===== src/rtl/psg_pkg.sv =====
package psg_pkg;
  typedef enum logic [1:0] {
    SP_CODE = 2'd0,
    SP_OPT  = 2'd1,
    SP_USER = 2'd2,
    SP_NONE = 2'd3
  } space_e;

  localparam int unsigned LOCK_BIT = 5;
  localparam int unsigned POR_BIT  = 6;
  localparam int unsigned CLK_LSB  = 3;
  localparam int unsigned WDOG_BIT = 2;
  localparam int unsigned HALT_BIT = 0;
  // implemented option bits; 7 and 1 are reserved
  localparam logic [7:0] OPT_WMASK = 8'h7D;
  localparam logic [7:0] LOCK_MASK = 8'h01 << LOCK_BIT;
  localparam logic [7:0] BLANK_RD  = 8'hFF;
endpackage


===== src/rtl/psg_byte_array.sv =====
module psg_byte_array #(
  parameter int unsigned DEPTH = 8,
  localparam int unsigned IW = (DEPTH > 1) ? $clog2(DEPTH) : 1
) (
  input  logic          clk_i,
  input  logic          rst_ni,
  input  logic          clr_i,
  input  logic          we_i,
  input  logic [IW-1:0] idx_i,
  input  logic [7:0]    wdata_i,
  output logic [7:0]    rdata_o
);
  logic [7:0] mem_q [DEPTH];

  always_ff @(posedge clk_i or negedge rst_ni) begin
    if (!rst_ni) begin
      for (int i = 0; i < DEPTH; i++) mem_q[i] <= '0;
    end else if (clr_i) begin
      for (int i = 0; i < DEPTH; i++) mem_q[i] <= '0;
    end else if (we_i) begin
      mem_q[idx_i] <= mem_q[idx_i] | wdata_i;
    end
  end

  assign rdata_o = mem_q[idx_i];


  erase_blank_chk: assert property (@(posedge clk_i) disable iff (!rst_ni)
    clr_i |=> (rdata_o == 8'h00));


  or_program_chk: assert property (@(posedge clk_i) disable iff (!rst_ni)
    (we_i && !clr_i) |=> ((rdata_o & $past(wdata_i)) == $past(wdata_i)) || $changed(idx_i));
endmodule


===== src/rtl/psg_opt_reg.sv =====
module psg_opt_reg
  import psg_pkg::*;
(
  input  logic       clk_i,
  input  logic       rst_ni,
  input  logic       clr_i,
  input  logic       we_i,
  input  logic [7:0] wdata_i,
  output logic [7:0] opt_o
);
  logic [7:0] opt_q;

  always_ff @(posedge clk_i or negedge rst_ni) begin
    if (!rst_ni)    opt_q <= '0;
    else if (clr_i) opt_q <= opt_q & LOCK_MASK;
    else if (we_i)  opt_q <= opt_q | (wdata_i & OPT_WMASK);
  end

  assign opt_o = opt_q;


  lock_sticky_chk: assert property (@(posedge clk_i) disable iff (!rst_ni)
    opt_q[LOCK_BIT] |=> opt_q[LOCK_BIT]);


  rsv_zero_chk: assert property (@(posedge clk_i) disable iff (!rst_ni)
    (opt_q & ~OPT_WMASK) == 8'h00);
endmodule


===== src/rtl/prog_sec_gate.sv =====
module prog_sec_gate
  import psg_pkg::*;
#(
  parameter int unsigned CODE_BYTES = 64,
  parameter int unsigned USER_BYTES = 8,
  parameter int unsigned ADDR_W     = 12,
  localparam int unsigned CIW = (CODE_BYTES > 1) ? $clog2(CODE_BYTES) : 1,
  localparam int unsigned UIW = (USER_BYTES > 1) ? $clog2(USER_BYTES) : 1
) (
  input  logic              clk_i,
  input  logic              rst_ni,
  input  logic              rd_i,
  input  logic              wr_i,
  input  logic              erase_i,
  input  logic [1:0]        space_i,
  input  logic [ADDR_W-1:0] addr_i,
  input  logic [7:0]        wdata_i,
  output logic              rsp_valid_o,
  output logic [7:0]        rdata_o,
  output logic              secured_o,
  output logic              por_en_o,
  output logic [1:0]        clk_sel_o,
  output logic              wdog_off_o,
  output logic              halt_off_o
);
  space_e     space;
  logic       wr_go, rd_go;
  logic       code_hit, user_hit, opt_hit;
  logic       code_we, user_we, opt_we;
  logic [7:0] code_rd, user_rd, opt_q;
  logic [7:0] rd_mux;
  logic       rsp_valid_q;
  logic [7:0] rdata_q;

  assign space = space_e'(space_i);

  // erase > write > read
  assign wr_go = wr_i & ~erase_i;
  assign rd_go = rd_i & ~wr_i & ~erase_i;

  assign code_hit = (space == SP_CODE) && (32'(addr_i) < 32'(CODE_BYTES));
  assign user_hit = (space == SP_USER) && (32'(addr_i) < 32'(USER_BYTES));
  assign opt_hit  = (space == SP_OPT)  && (addr_i == '0);

  assign code_we = wr_go & code_hit & ~secured_o;
  assign opt_we  = wr_go & opt_hit  & ~secured_o;
  assign user_we = wr_go & user_hit;

  psg_byte_array #(.DEPTH(CODE_BYTES)) i_code (
    .clk_i   (clk_i),
    .rst_ni  (rst_ni),
    .clr_i   (erase_i),
    .we_i    (code_we),
    .idx_i   (addr_i[CIW-1:0]),
    .wdata_i (wdata_i),
    .rdata_o (code_rd)
  );

  psg_byte_array #(.DEPTH(USER_BYTES)) i_user (
    .clk_i   (clk_i),
    .rst_ni  (rst_ni),
    .clr_i   (erase_i),
    .we_i    (user_we),
    .idx_i   (addr_i[UIW-1:0]),
    .wdata_i (wdata_i),
    .rdata_o (user_rd)
  );

  psg_opt_reg i_opt (
    .clk_i   (clk_i),
    .rst_ni  (rst_ni),
    .clr_i   (erase_i),
    .we_i    (opt_we),
    .wdata_i (wdata_i),
    .opt_o   (opt_q)
  );

  always_comb begin
    rd_mux = BLANK_RD;
    unique case (space)
      SP_CODE: if (code_hit) rd_mux = secured_o ? BLANK_RD : code_rd;
      SP_OPT:  if (opt_hit)  rd_mux = opt_q;
      SP_USER: if (user_hit) rd_mux = user_rd;
      default: rd_mux = BLANK_RD;
    endcase
  end

  always_ff @(posedge clk_i or negedge rst_ni) begin
    if (!rst_ni) begin
      rsp_valid_q <= 1'b0;
      rdata_q     <= '0;
    end else begin
      rsp_valid_q <= rd_go;
      rdata_q     <= rd_go ? rd_mux : 8'h00;
    end
  end

  assign rsp_valid_o = rsp_valid_q;
  assign rdata_o     = rdata_q;
  assign secured_o   = opt_q[LOCK_BIT];
  assign por_en_o    = opt_q[POR_BIT];
  assign clk_sel_o   = opt_q[CLK_LSB +: 2];
  assign wdog_off_o  = opt_q[WDOG_BIT];
  assign halt_off_o  = opt_q[HALT_BIT];


  lose_no_rsp_chk: assert property (@(posedge clk_i) disable iff (!rst_ni)
    (wr_i || erase_i) |=> !rsp_valid_o);


  code_mask_chk: assert property (@(posedge clk_i) disable iff (!rst_ni)
    (rd_i && !wr_i && !erase_i && space_i == 2'd0 && secured_o) |=> (rdata_o == 8'hFF));


  opt_frozen_chk: assert property (@(posedge clk_i) disable iff (!rst_ni)
    (wr_i && !erase_i && secured_o) |=> $stable(opt_q));


  code_range_chk: assert property (@(posedge clk_i) disable iff (!rst_ni)
    (rd_i && !wr_i && !erase_i && space_i == 2'd0 && 32'(addr_i) >= 32'(CODE_BYTES))
      |=> (rsp_valid_o && rdata_o == 8'hFF));
endmodule


===== config.mk =====
export PLATFORM = sky130hd
export DESIGN_NAME = prog_sec_gate
export DESIGN_NICKNAME = d
export VERILOG_FILES = /design/src/rtl/psg_pkg.sv /design/src/rtl/psg_byte_array.sv /design/src/rtl/psg_opt_reg.sv /design/src/rtl/prog_sec_gate.sv
export SDC_FILE = /design/constraint.sdc
export NUM_CORES = 1
export LEC_CHECK = 0
export ABC_AREA = 1
export BUFFER_PORTS_ARGS = -buffer_cell sky130_fd_sc_hd__buf_2
export CORE_ASPECT_RATIO = 1.2
export CORE_MARGIN = 4
export CORE_UTILIZATION = 35
export DETAILED_ROUTE_END_ITERATION = 8
export SKIP_LAST_GASP = 1
export SYNTH_ARGS = -nofsm -noshare
export SYNTH_HDL_FRONTEND = slang
export SYNTH_SLANG_ARGS = --single-unit

===== constraint.sdc =====
create_clock -name clk_i -period 3.1 [get_ports clk_i]
set_input_delay 0.465 -clock clk_i [delete_from_list [all_inputs] [get_ports clk_i]]
set_output_delay 0.465 -clock clk_i [all_outputs]
set_load 0.02 [all_outputs]

# Yosys cells after proc, flatten, opt, wreduce, memory -nomap -nowiden
# Cells that the tools add are included.
dict set report word_totals {
  ff_bits 593
  word_cells 135
}
dict set report op_classes {
  order_cmp 6
  n_eq_ne 2
  muxes 24
  n_bitwise 16
  n_reduce_logical 11
}
# cell n
set op_table {}
lappend op_table {{$mux W512} 2}
lappend op_table {{$bwmux W512} 1}
lappend op_table {{$mux W64} 2}
lappend op_table {{$mux W8} 13}
lappend op_table {{$bwmux W64} 1}
lappend op_table {{$bmux W8 S6} 1}
lappend op_table {{$demux W8 S6} 1}
lappend op_table {{$bmux W8 S3} 1}
lappend op_table {{$demux W8 S3} 1}
lappend op_table {{$pmux W8 S3} 1}
lappend op_table {{$or A8 B8 Y8} 2}
lappend op_table {{$logic_not A12 Y1} 1}
lappend op_table {{$lt A12 B4 Y1 const B} 1}
lappend op_table {{$lt A12 B7 Y1 const B} 1}
lappend op_table {{$and A1 B1 Y1} 8}
lappend op_table {{$or A8 B7 Y8} 1}
lappend op_table {{$ge A7 B7 Y1 const B} 1}
lappend op_table {{$lt A7 B1 Y1 const B} 1}
lappend op_table {{$not A6 Y7} 1}
lappend op_table {{$reduce_bool A2 Y1} 3}
lappend op_table {{$logic_and A1 B1 Y1} 5}
lappend op_table {{$ge A4 B4 Y1 const B} 1}
lappend op_table {{$lt A4 B1 Y1 const B} 1}
lappend op_table {{$not A3 Y4} 1}
lappend op_table {{other kinds (5)} 7}

# Longest topological paths before layout
# Gate-level depths: netlist of run 1.
dict set report logic_depth {
  word_depth 8
  ltp_mapped 15
  depth_no_buf 10
}

# Modules after synthesis
# Synthesis of run 1 repeated with hierarchy kept, for this count alone.
dict set report hier_totals {
  hier_cells 4495
  area_unflattened_um2 31420.1
}
# mod n_inst cells_per_inst area_each_um2 seq_area_each_um2
set modules_own_cells {}
lappend modules_own_cells {{psg_byte_array (i_code)} 1 3861 26943.3 12812.3}
lappend modules_own_cells {{psg_byte_array (i_user)} 1 494 3504.6 1601.5}
lappend modules_own_cells {prog_sec_gate 1 111 713.2 225.2}
lappend modules_own_cells {psg_opt_reg 1 29 259.0 150.1}

# Worst setup path after synthesis of run 1
# No wires, ideal clock.
dict set report synth_timing {
  path_kind {in2reg}
  startpoint {input port addr_i[0]}
  endpoint {register i_code.mem_q[16] in the netlist's numbering}
  setup_time_ns 0.125
  arrival_time_ns 1.948
  required_time_ns 2.975
  setup_slack_ns 1.028
  cell_stages 14
  cell_sequence {buf_2 > inv_2 > buf_2 > buf_2 > nand2_1 > nand3_1 > nand2_1 > o21ai_0 > nand2_1 > nor2_1 > nand3_2 > buf_4 > nand2_1 > o21ai_1}
}
dict set report synth_between {
  elab_chain_len 8
  elab_cells_between_ends 18
  classes_between {order compare (3); mux (8); bitwise (4); reduce/logical (3)}
}
# element line
set synth_rtl {}
lappend synth_rtl {{start: declaration} prog_sec_gate.sv:16} ;# input logic [ADDR_W-1:0] addr_i,
lappend synth_rtl {{$not A6 Y7 (implied by the code)} psg_byte_array.sv:21} ;# mem_q[idx_i] <= mem_q[idx_i] | wdata_i;
lappend synth_rtl {{$ge A7 B7 Y1 (implied by the code), or another cell as far along} psg_byte_array.sv:21}
lappend synth_rtl {{$logic_and A1 B1 Y1 (implied by the code) or $mux W8 (tied branches)} psg_byte_array.sv:21}
lappend synth_rtl {{$mux W8 (implied by the code)} psg_byte_array.sv:21}
lappend synth_rtl {{$demux W8 S6 or $or A8 B8 Y8 (tied branches)} psg_byte_array.sv:21}
lappend synth_rtl {{$bwmux W512} psg_byte_array.sv:21}
lappend synth_rtl {{$mux W512} psg_byte_array.sv:20} ;# end else if (we_i) begin
lappend synth_rtl {{$mux W512} psg_byte_array.sv:18} ;# end else if (clr_i) begin
lappend synth_rtl {{end signal: indexed assignment} psg_byte_array.sv:21}
lappend synth_rtl {{end: declaration} psg_byte_array.sv:13} ;# logic [7:0] mem_q [DEPTH];
# Several ways; a longest one is shown, not always the timed one. The select of a mux whose other input is x is not followed.
# A chain may end at the register's enable or synchronous reset.

# Worst setup path in the final report of run 1
dict set report layout_timing {
  startpoint {register i_opt.opt_q[5], in the netlist i_opt.opt_o[5]}
  endpoint {register i_code.mem_q[108] in the netlist's numbering}
}
dict set report layout_between {
  elab_chain_len 3
}
# element line
set layout_rtl {}
lappend layout_rtl {{start: declaration} psg_opt_reg.sv:11} ;# logic [7:0] opt_q;
lappend layout_rtl {{start signal: assignment} psg_opt_reg.sv:15} ;# else if (clr_i) opt_q <= opt_q & LOCK_MASK;
lappend layout_rtl {{start signal: assignment} psg_opt_reg.sv:16} ;# else if (we_i) opt_q <= opt_q | (wdata_i & OPT_WMASK);
lappend layout_rtl {{$not A1 Y1} prog_sec_gate.sv:45} ;# assign code_we = wr_go & code_hit & ~secured_o;
lappend layout_rtl {{$and A1 B1 Y1} prog_sec_gate.sv:45}
lappend layout_rtl {{$reduce_bool A2 Y1 (no line)} n/a}
# Every way passes these cells.

==> flow_summary.rst, run 1 <==
.. list-table::
   :header-rows: 1

   * - Metric
     - Value
   * - Setup-failing EPs final
     - 0
   * - Total leakage power
     - 15.8 nW
   * - Max Buffers Root-to-Sink
     - 3
   * - Max stage delay on crit path
     - 410 ps
   * - Clock-pin slew on the worst setup and hold paths
     - 60 ps
   * - Fill count
     - 8390
   * - Unrepaired setup endpoints after global routing
     - false
   * - Critical path capture point type
     - register
   * - Final antenna-violating net count
     - 0
   * - Count of buffers added by post-CTS timing repair for setup
     - 0
   * - Crit-path slowest cell
     - nor2_2
   * - Avg Vias per Cell
     - 5.01
   * - Crit Path Max Fanout
     - 64
   * - Maximum resistive drop on vdd
     - 0.471 mV
   * - Cell Chain, Critical Path
     - inv_1 > nand2_1 > nor2_4 > buf_12 > nand3_1 > nor2_2 > nand2_1 > nand2_1
   * - Status
     - completed
   * - Arrival time of data at the critical path endpoint
     - 2820 ps
   * - Fin crit share
     - 73.3%
   * - Clock net sink count
     - 591
   * - Netlist Area Pre-Place
     - 0.0290 mm²
   * - Num ports
     - 42
   * - Final hold violation count
     - 0
   * - Yosys synthesis warning count
     - 0
   * - Pre-antenna DRT Iters
     - 7
   * - Cell count of the worst reg-to-reg path
     - 8
   * - Pwr per Cell Area
     - 501 mW/mm²
   * - Overall routing resource usage
     - 20.7%
   * - Clock skew after layout
     - 33.2 ps
   * - Worst Setup Start Kind
     - register
   * - Final routed wirelength across all metal layers
     - 91300 µm
   * - Number of buffer and inverter instances along the worst setup path
     - 2
   * - Transition at the pin with the smallest max-transition slack
     - 842 ps
   * - Die Footprint
     - 0.0877 mm²
   * - Worst hold path stage count
     - 3
   * - Minimum clock period
     - 2270 ps
   * - WL per Instance
     - 18.0 µm
   * - Clock buffers created by TritonCTS
     - 60
   * - Number of cells on the critical path
     - 8
   * - Post-synthesis cell type count
     - 27
   * - Core region area
     - 0.0822 mm²
   * - Share of layout cells above drive strength 1
     - 6.61%
   * - Setup ws final
     - 829 ps
   * - Data required time at the worst endpoint
     - 3650 ps
   * - First-pass GRT wire length
     - 145000 µm
   * - # port buffers
     - 41
   * - Deepest level of the CTS H-tree
     - 2
   * - Detailed-placement wirelength estimate
     - 58900 µm
   * - Residual DRC count
     - 0
   * - Hold/Removal Path Class
     - in2reg
   * - Syn Inst Count
     - 3899
   * - Worst hold slack across all endpoints
     - 66.0 ps
   * - Flops & latches, synth
     - 591
   * - Die W
     - 271 µm
   * - Total nets after synthesis
     - 3926
   * - Clock tree from TritonCTS
     - built
   * - Insertion delay to the later sink of the worst-skew pair
     - 640 ps
   * - Setup TNS
     - 0 ps
   * - Placement Cell Area
     - 0.0310 mm²
   * - Max Transition Viols Final
     - 0
   * - Final instance area
     - 0.0329 mm²
   * - Violation count after the first detailed-route iteration
     - 2458
   * - Sequential area share after synthesis
     - 50.9%
   * - Num rows
     - 115
   * - Top Family by Delay on Critical Path
     - simple AND/OR/NAND/NOR gates
   * - Vias in the first global route
     - 25066
   * - Slew headroom
     - 43.8%
   * - CTS root buffer
     - clkbuf_16
   * - Overflow after GRT
     - 0
   * - Antenna violations before repair
     - 3
   * - Net total in the final layout
     - 3948
   * - Most common cell on crit path
     - nand2_1
   * - Crit Path Class
     - reg2reg
   * - Vertical extent of the die
     - 324 µm
   * - Gp weighted congestion
     - 0.849
   * - Max cap viols
     - 0
   * - Avg Synthesized Cell Area
     - 7.45 µm²
   * - Fmax
     - 440 MHz
   * - Post-cts gate resize count
     - 0
   * - Total number of vias
     - 25424
   * - Pre-CTS setup slack
     - 289 ps
   * - Maximum number of pins on one net before global-route repair
     - 128
   * - Layout overhead on the synthesized area
     - 13.3%
   * - Effective utilization at floorplan
     - 35.4%
[cell families after synthesis]
family	Yosys count	share of synthesized area (%)
compound gates	680	12.2
simple gates	1878	26.2
flops	591	50.9
buf+inv	750	10.7
[worst paths after layout]
check                                    end        startpoint  slack (ps)
setup / recovery           i_code.mem_q[108]    i_opt.opt_o[5]         830
hold / removal                i_opt.opt_o[5]        wdata_i[5]          70
setup reg to reg           i_code.mem_q[108]    i_opt.opt_o[5]         830
hold reg to reg             i_user.mem_q[31]  i_user.mem_q[31]         490
max in group asynchronous   i_user.mem_q[27]            rst_ni        1710
min in group asynchronous   i_code.mem_q[62]            rst_ni         330
[synth_stat cells, drive strengths merged]
| library cell | instances | area share [%] |
|---|---|---|
| dfrtp | 591 | 51 |
| o21ai | 593 | 10 |
| nor3 | 7 | 0.16 |
| nor2 | 124 | 1.7 |
| nand3b | 4 | 0.10 |
| o22ai | 40 | 0.86 |
| nor2b | 1 | 0.022 |
| nand3 | 367 | 6.4 |
| o211ai | 24 | 0.62 |
| a21oi | 17 | 0.29 |
| clkbuf | 38 | 0.49 |
| inv | 570 | 7.4 |
| nand2 | 1371 | 18 |
| buf | 142 | 2.9 |
| a22oi | 3 | 0.078 |
| nand4 | 4 | 0.086 |
| a21boi | 3 | 0.078 |
[sequential cells by signal, indices dropped and copies added (netlist names)]
name	count
rsp_valid_o	1
i_code.mem_q	512
i_opt.opt_o	6
i_user.mem_q	64
rdata_o	8
[layout make-up]
type | instances | area, µm² | share of cell area [%]
clock inverters | 15 | 163 | 0.494
clock buffers | 91 | 1730 | 5.25
repair buffers | 140 | 1450 | 4.40
diodes | 2 | 5.00 | 0.0152
flip-flops and latches | 591 | 14800 | 44.9
well taps | 1111 | 1390 | 4.22
inverters | 570 | 2150 | 6.52
multi-input cells | 2558 | 11200 | 34.1
[cell usage in the layout (no fill, tap or decap), types with 2 or more instances in the layout]
cell type,instances
a21oi_1,17
nand3_4,6
o211ai_1,24
a22oi_1,3
nor2_2,11
a21boi_0,3
o21ai_1,512
o22ai_1,40
buf_4,61
inv_2,8
nand4_1,4
nand3b_1,4
dfrtp_1,591
clkbuf_8,9
nor2_4,4
diode_2,2
buf_8,2
bufinv_16,3
clkinvlp_4,2
nor2_1,109
inv_1,560
o21ai_0,80
nand3_1,361
buf_2,38
clkinv_2,8
nor3_1,2
nor3_2,5
buf_12,38
clkbuf_1,21
clkbuf_16,61
clkinv_4,2
nand2_1,1370
[power breakdown]
group | internal [mW] | switching, mW
clock network | 4.07 | 3.11
registers | 7.72 | 0.00127
logic | 0.365 | 1.22
total | 12.1 | 4.33
[routing by layer]
layer,routed length [µm],track usage (%),up-vias
li1,-,-,12246
met5,0,0,-
met1,38700,27.2,12177
met4,3980,8.70,0
met2,43100,34.8,800
met3,5480,2.74,201
[worst register-to-register path: stages, from the launching register on]
cell and delay (ps):
dfrtp_1 380, inv_1 200, nand2_1 160, nor2_4 120
buf_12 330, nand3_1 410, nor2_2 420, nand2_1 90
nand2_1 70
[metrics by stage]
stage	power (mW)	instances	utilization, %
after floorplan	8.67	3899	-
after global placement	9.44	4969	37.7
after detailed placement	9.44	4969	37.7
after CTS	16.6	5076	40.0
after global routing	17.0	5076	40.0
final	16.5	5078	40.1
[timing repair]
item / in CTS / in global routing
hold buffers: 1 / 0
endpoints found under the hold margin: 30 / 0
endpoints found under the setup margin: 0 / 0
(Power assumes the default switching activity.)
==> run 2: changes to the inputs <==
- ABC_AREA: 1 -> 0
- clock period: 3.1 -> 2.2 ns (I/O delays scaled with it)
==> flow_summary.rst, run 2 <==
.. list-table::
   :header-rows: 1

   * - Metric
     - Value
   * - Setup TNS
     - -4350 ps (was 0 ps)
   * - Crit-path slowest cell
     - a221oi_1 (was nor2_2)
   * - Slew headroom
     - 51.9% (was 43.8%)
   * - Number of enable-type register cells in the synthesized netlist
     - 0 (unchanged)
   * - Hold/Removal Path Class
     - in2reg (unchanged)
   * - Setup-failing EPs final
     - 117 (was 0)
   * - Violation count after the first detailed-route iteration
     - 2986 (was 2458)
   * - CTS root buffer
     - clkbuf_16 (unchanged)
   * - Flops & latches, synth
     - 591 (unchanged)
   * - Data required time at the worst endpoint
     - 2690 ps (was 3650 ps)
   * - Most used flip-flop cell after synthesis
     - dfrtp_1 (unchanged)
   * - # port buffers
     - 41 (unchanged)
   * - Die W
     - 272 µm (was 271 µm)
   * - Final hold violation count
     - 0 (unchanged)
   * - Clock buffers created by TritonCTS
     - 60 (unchanged)
   * - Cell Chain, Critical Path
     - a22o_1 > a221oi_1 > o211ai_1 > nor3_2 > buf_6 > buf_8 > o22ai_1 (was inv_1 > nand2_1 > nor2_4 > buf_12 > nand3_1 > nor2_2 > nand2_1 > nand2_1)
   * - Top cells by instance count after synthesis
     - 591 x dfrtp_1, 498 x a22oi_1, 444 x o21ai_0, 286 x nor2_1, 187 x mux2i_1 (was 1370 x nand2_1, 591 x dfrtp_1, 560 x inv_1, 512 x o21ai_1, 361 x nand3_1)
   * - Clock skew after layout
     - 27.9 ps (was 33.2 ps)
   * - Maximum resistive drop on vdd
     - 0.638 mV (was 0.471 mV)
   * - First-pass GRT wire length
     - 174000 µm (was 145000 µm)
   * - Overall routing resource usage
     - 25.2% (was 20.7%)
   * - Setup ws final
     - -82.7 ps (was 829 ps)
   * - Dominant cell type by area after synthesis
     - dfrtp_1 (unchanged)
   * - Post-synthesis cell type count
     - 58 (was 27)
   * - Die Footprint
     - 0.0886 mm² (was 0.0877 mm²)
   * - Max Buffers Root-to-Sink
     - 3 (unchanged)
   * - Clock tree from TritonCTS
     - built (unchanged)
   * - Deepest level of the CTS H-tree
     - 2 (unchanged)
   * - Max reg flops
     - 512 (unchanged)
   * - Unrepaired setup endpoints after global routing
     - true (was false)
   * - Transition at the pin with the smallest max-transition slack
     - 719 ps (was 842 ps)
   * - Pwr per Cell Area
     - 631 mW/mm² (was 501 mW/mm²)
   * - Gp weighted congestion
     - 0.918 (was 0.849)
   * - Fill count
     - 7714 (was 8390)
   * - Netlist Area Pre-Place
     - 0.0294 mm² (was 0.0290 mm²)
   * - Share of layout cells above drive strength 1
     - 31.5% (was 6.61%)
   * - Residual DRC count
     - 0 (unchanged)
   * - Sequential area share after synthesis
     - 50.4% (was 50.9%)
   * - Instance count after placement with tap cells included
     - 4286 (was 4969)
   * - Max cap viols
     - 0 (unchanged)
   * - Num ports
     - 42 (unchanged)
   * - Largest Register
     - i_code.mem_q (unchanged)
   * - Status
     - complete, but fails checks (was completed)
   * - Total leakage power
     - 16.4 nW (was 15.8 nW)
   * - Max stage delay on crit path
     - 480 ps (was 410 ps)
   * - Antenna violations before repair
     - 3 (unchanged)
   * - Avg Vias per Cell
     - 6.33 (was 5.01)
   * - Arrival time of data at the critical path endpoint
     - 2780 ps (was 2820 ps)
   * - Yosys synthesis warning count
     - 0 (unchanged)
   * - Avg Synthesized Cell Area
     - 10.2 µm² (was 7.45 µm²)
   * - Area share of the leading cell type in the synthesized netlist
     - 50.4% (was 50.9%)
   * - Worst Setup Start Kind
     - register (unchanged)
   * - Critical path capture point type
     - register (unchanged)
   * - WL per Instance
     - 27.4 µm (was 18.0 µm)
   * - Clock net sink count
     - 591 (unchanged)
   * - Syn Inst Count
     - 2874 (was 3899)
   * - Total number of vias
     - 28184 (was 25424)
   * - Number of buffer and inverter instances along the worst setup path
     - 2 (unchanged)
   * - Fmax
     - 438 MHz (was 440 MHz)
   * - Num rows
     - 116 (was 115)
   * - Effective utilization at floorplan
     - 35.2% (was 35.4%)
   * - Most frequently used cell type in the post-synthesis netlist
     - dfrtp_1 (was nand2_1)
   * - Core region area
     - 0.0833 mm² (was 0.0822 mm²)
   * - Max Transition Viols Final
     - 0 (unchanged)
   * - Vias in the first global route
     - 27525 (was 25066)
   * - Net total in the final layout
     - 3315 (was 3948)
   * - Violated checks
     - negative setup slack
   * - Clock-pin slew on the worst setup and hold paths
     - 70 ps (was 60 ps)
   * - Maximum number of pins on one net before global-route repair
     - 127 (was 128)
   * - Crit Path Class
     - reg2reg (unchanged)
   * - Cell types occupying the most area after synthesis
     - dfrtp_1 50%, a22oi_1 13%, o21ai_0 7.6%, mux2i_1 6.4%, nor2_1 3.7% (was dfrtp_1 51%, nand2_1 18%, o21ai_1 8.8%, inv_1 7.2%, nand3_1 6.2%)
   * - Most frequent standard cell in the layout excluding fill and tap cells
     - dfrtp_1 (was nand2_1)
   * - Async set-reset flop share out of synthesis
     - 100% (unchanged)
   * - Final cell count without fillers
     - 4452 (was 5078)
   * - Crit Path Max Fanout
     - 9 (was 64)
   * - Fin crit share
     - 104% (was 73.3%)
   * - Minimum clock period
     - 2280 ps (was 2270 ps)
   * - Overflow after GRT
     - 0 (unchanged)
   * - Insertion delay to the later sink of the worst-skew pair
     - 660 ps (was 640 ps)
   * - Vertical extent of the die
     - 325 µm (was 324 µm)
   * - Detailed-placement wirelength estimate
     - 78600 µm (was 58900 µm)
   * - Total nets after synthesis
     - 2901 (was 3926)
   * - Final antenna-violating net count
     - 0 (unchanged)
   * - Commonest cells after routing, fill and taps aside
     - 591 x dfrtp_1, 485 x a22oi_1, 411 x buf_4 (was 1370 x nand2_1, 591 x dfrtp_1, 560 x inv_1)
   * - Final routed wirelength across all metal layers
     - 122000 µm (was 91300 µm)
   * - Layout overhead on the synthesized area
     - 34.0% (was 13.3%)
   * - Top Family by Delay on Critical Path
     - compound AO/OA/AOI/OAI gates (was simple AND/OR/NAND/NOR gates)
   * - Pre-antenna DRT Iters
     - 6 (was 7)
## run 2: metal layers
| metal | up-vias | routed length [µm] | GRT usage [%] |
|---|---|---|---|
| met2 | 1419 | 58500 | 41.9 |
| li1 | 12008 | - | - |
| met3 | 425 | 9230 | 3.19 |
| met5 | - | 0 | 0 |
| met1 | 14332 | 46400 | 32.3 |
| met4 | 0 | 7990 | 12.8 |
## run 2: through the flow
step / utilization [%] / hold WS, ps / total power, mW / setup WS (ps) / area [µm²]
after global placement: 41.9 / 245 / 13.7 / -1150 / 34900
final: 47.2 / 50.5 / 24.8 / -82.7 / 39300
after CTS: 44.6 / 25.1 / 24.3 / -49.1 / 37100
after global routing: 47.2 / 63.4 / 25.5 / -134 / 39300
after detailed placement: 41.9 / 238 / 13.7 / -1180 / 34900
after floorplan: - / 34.4 / 12.1 / -18.6 / 29500
## run 2: cell families (layout without fill, tap and decap cells)
kind of cell / count (synthesis) / count (layout) / synth area share (%)
flops: 591 / 591 / 50.4
simple gates: 473 / 473 / 7.17
mux: 208 / 208 / 7.68
other cells: 0 / 3 / 0
buf+inv: 255 / 709 / 3.98
compound gates: 1347 / 1347 / 30.8
## run 2: worst paths after layout
| kind | startpoint | end | slack [ps] | cells past startpoint |
|---|---|---|---|---|
| max | i_code.mem_q[239] | i_code.mem_q[223] | -80 | 7 |
| min | rd_i | rsp_valid_o | 50 | 4 |
| max reg2reg | i_code.mem_q[239] | i_code.mem_q[223] | -80 | 7 |
| min reg2reg | i_code.mem_q[5] | i_code.mem_q[5] | 510 | 2 |
| max in group asynchronous | rst_ni | i_code.mem_q[376] | 1090 | 4 |
| min in group asynchronous | rst_ni | i_code.mem_q[11] | 170 | 2 |
## run 2: area by class of cell
cell class                 instances  area [µm²]  area share [%]
sequential                       591       14800            37.6
clock inverter                    16         223           0.566
inverter                           5        18.8          0.0477
tap                             1121        1400            3.56
clock buffer                      86        1780            4.53
multi-input combinational       2028       14700            37.4
timing repair buffer             602        6400            16.3
antenna                            3        7.51          0.0191
## run 2: repair_timing
item	CTS	global route
gates resized for setup	35	500
endpoints found under the hold margin	350	0
setup endpoints to repair	435	498
pin swaps	9	127
hold buffers	1	0
cloned	1	30
buffers inserted	6	26
## run 2: report_power, final
group / switching (mW) / internal (mW) / leakage [nW] / total, mW
Sequential: 0.00270 / 10.9 / 8.26 / 10.9
Clock: 4.53 / 6.16 / 0.995 / 10.7
Combinational: 2.09 / 1.19 / 7.13 / 3.28
Total: 6.62 / 18.2 / 16.4 / 24.8
## run 2: worst min-delay path, delay by kind of cell
kind | cells | cell delay (ps)
and+or+nand+nor | 1 | 60
buffers and inverters | 3 | 280
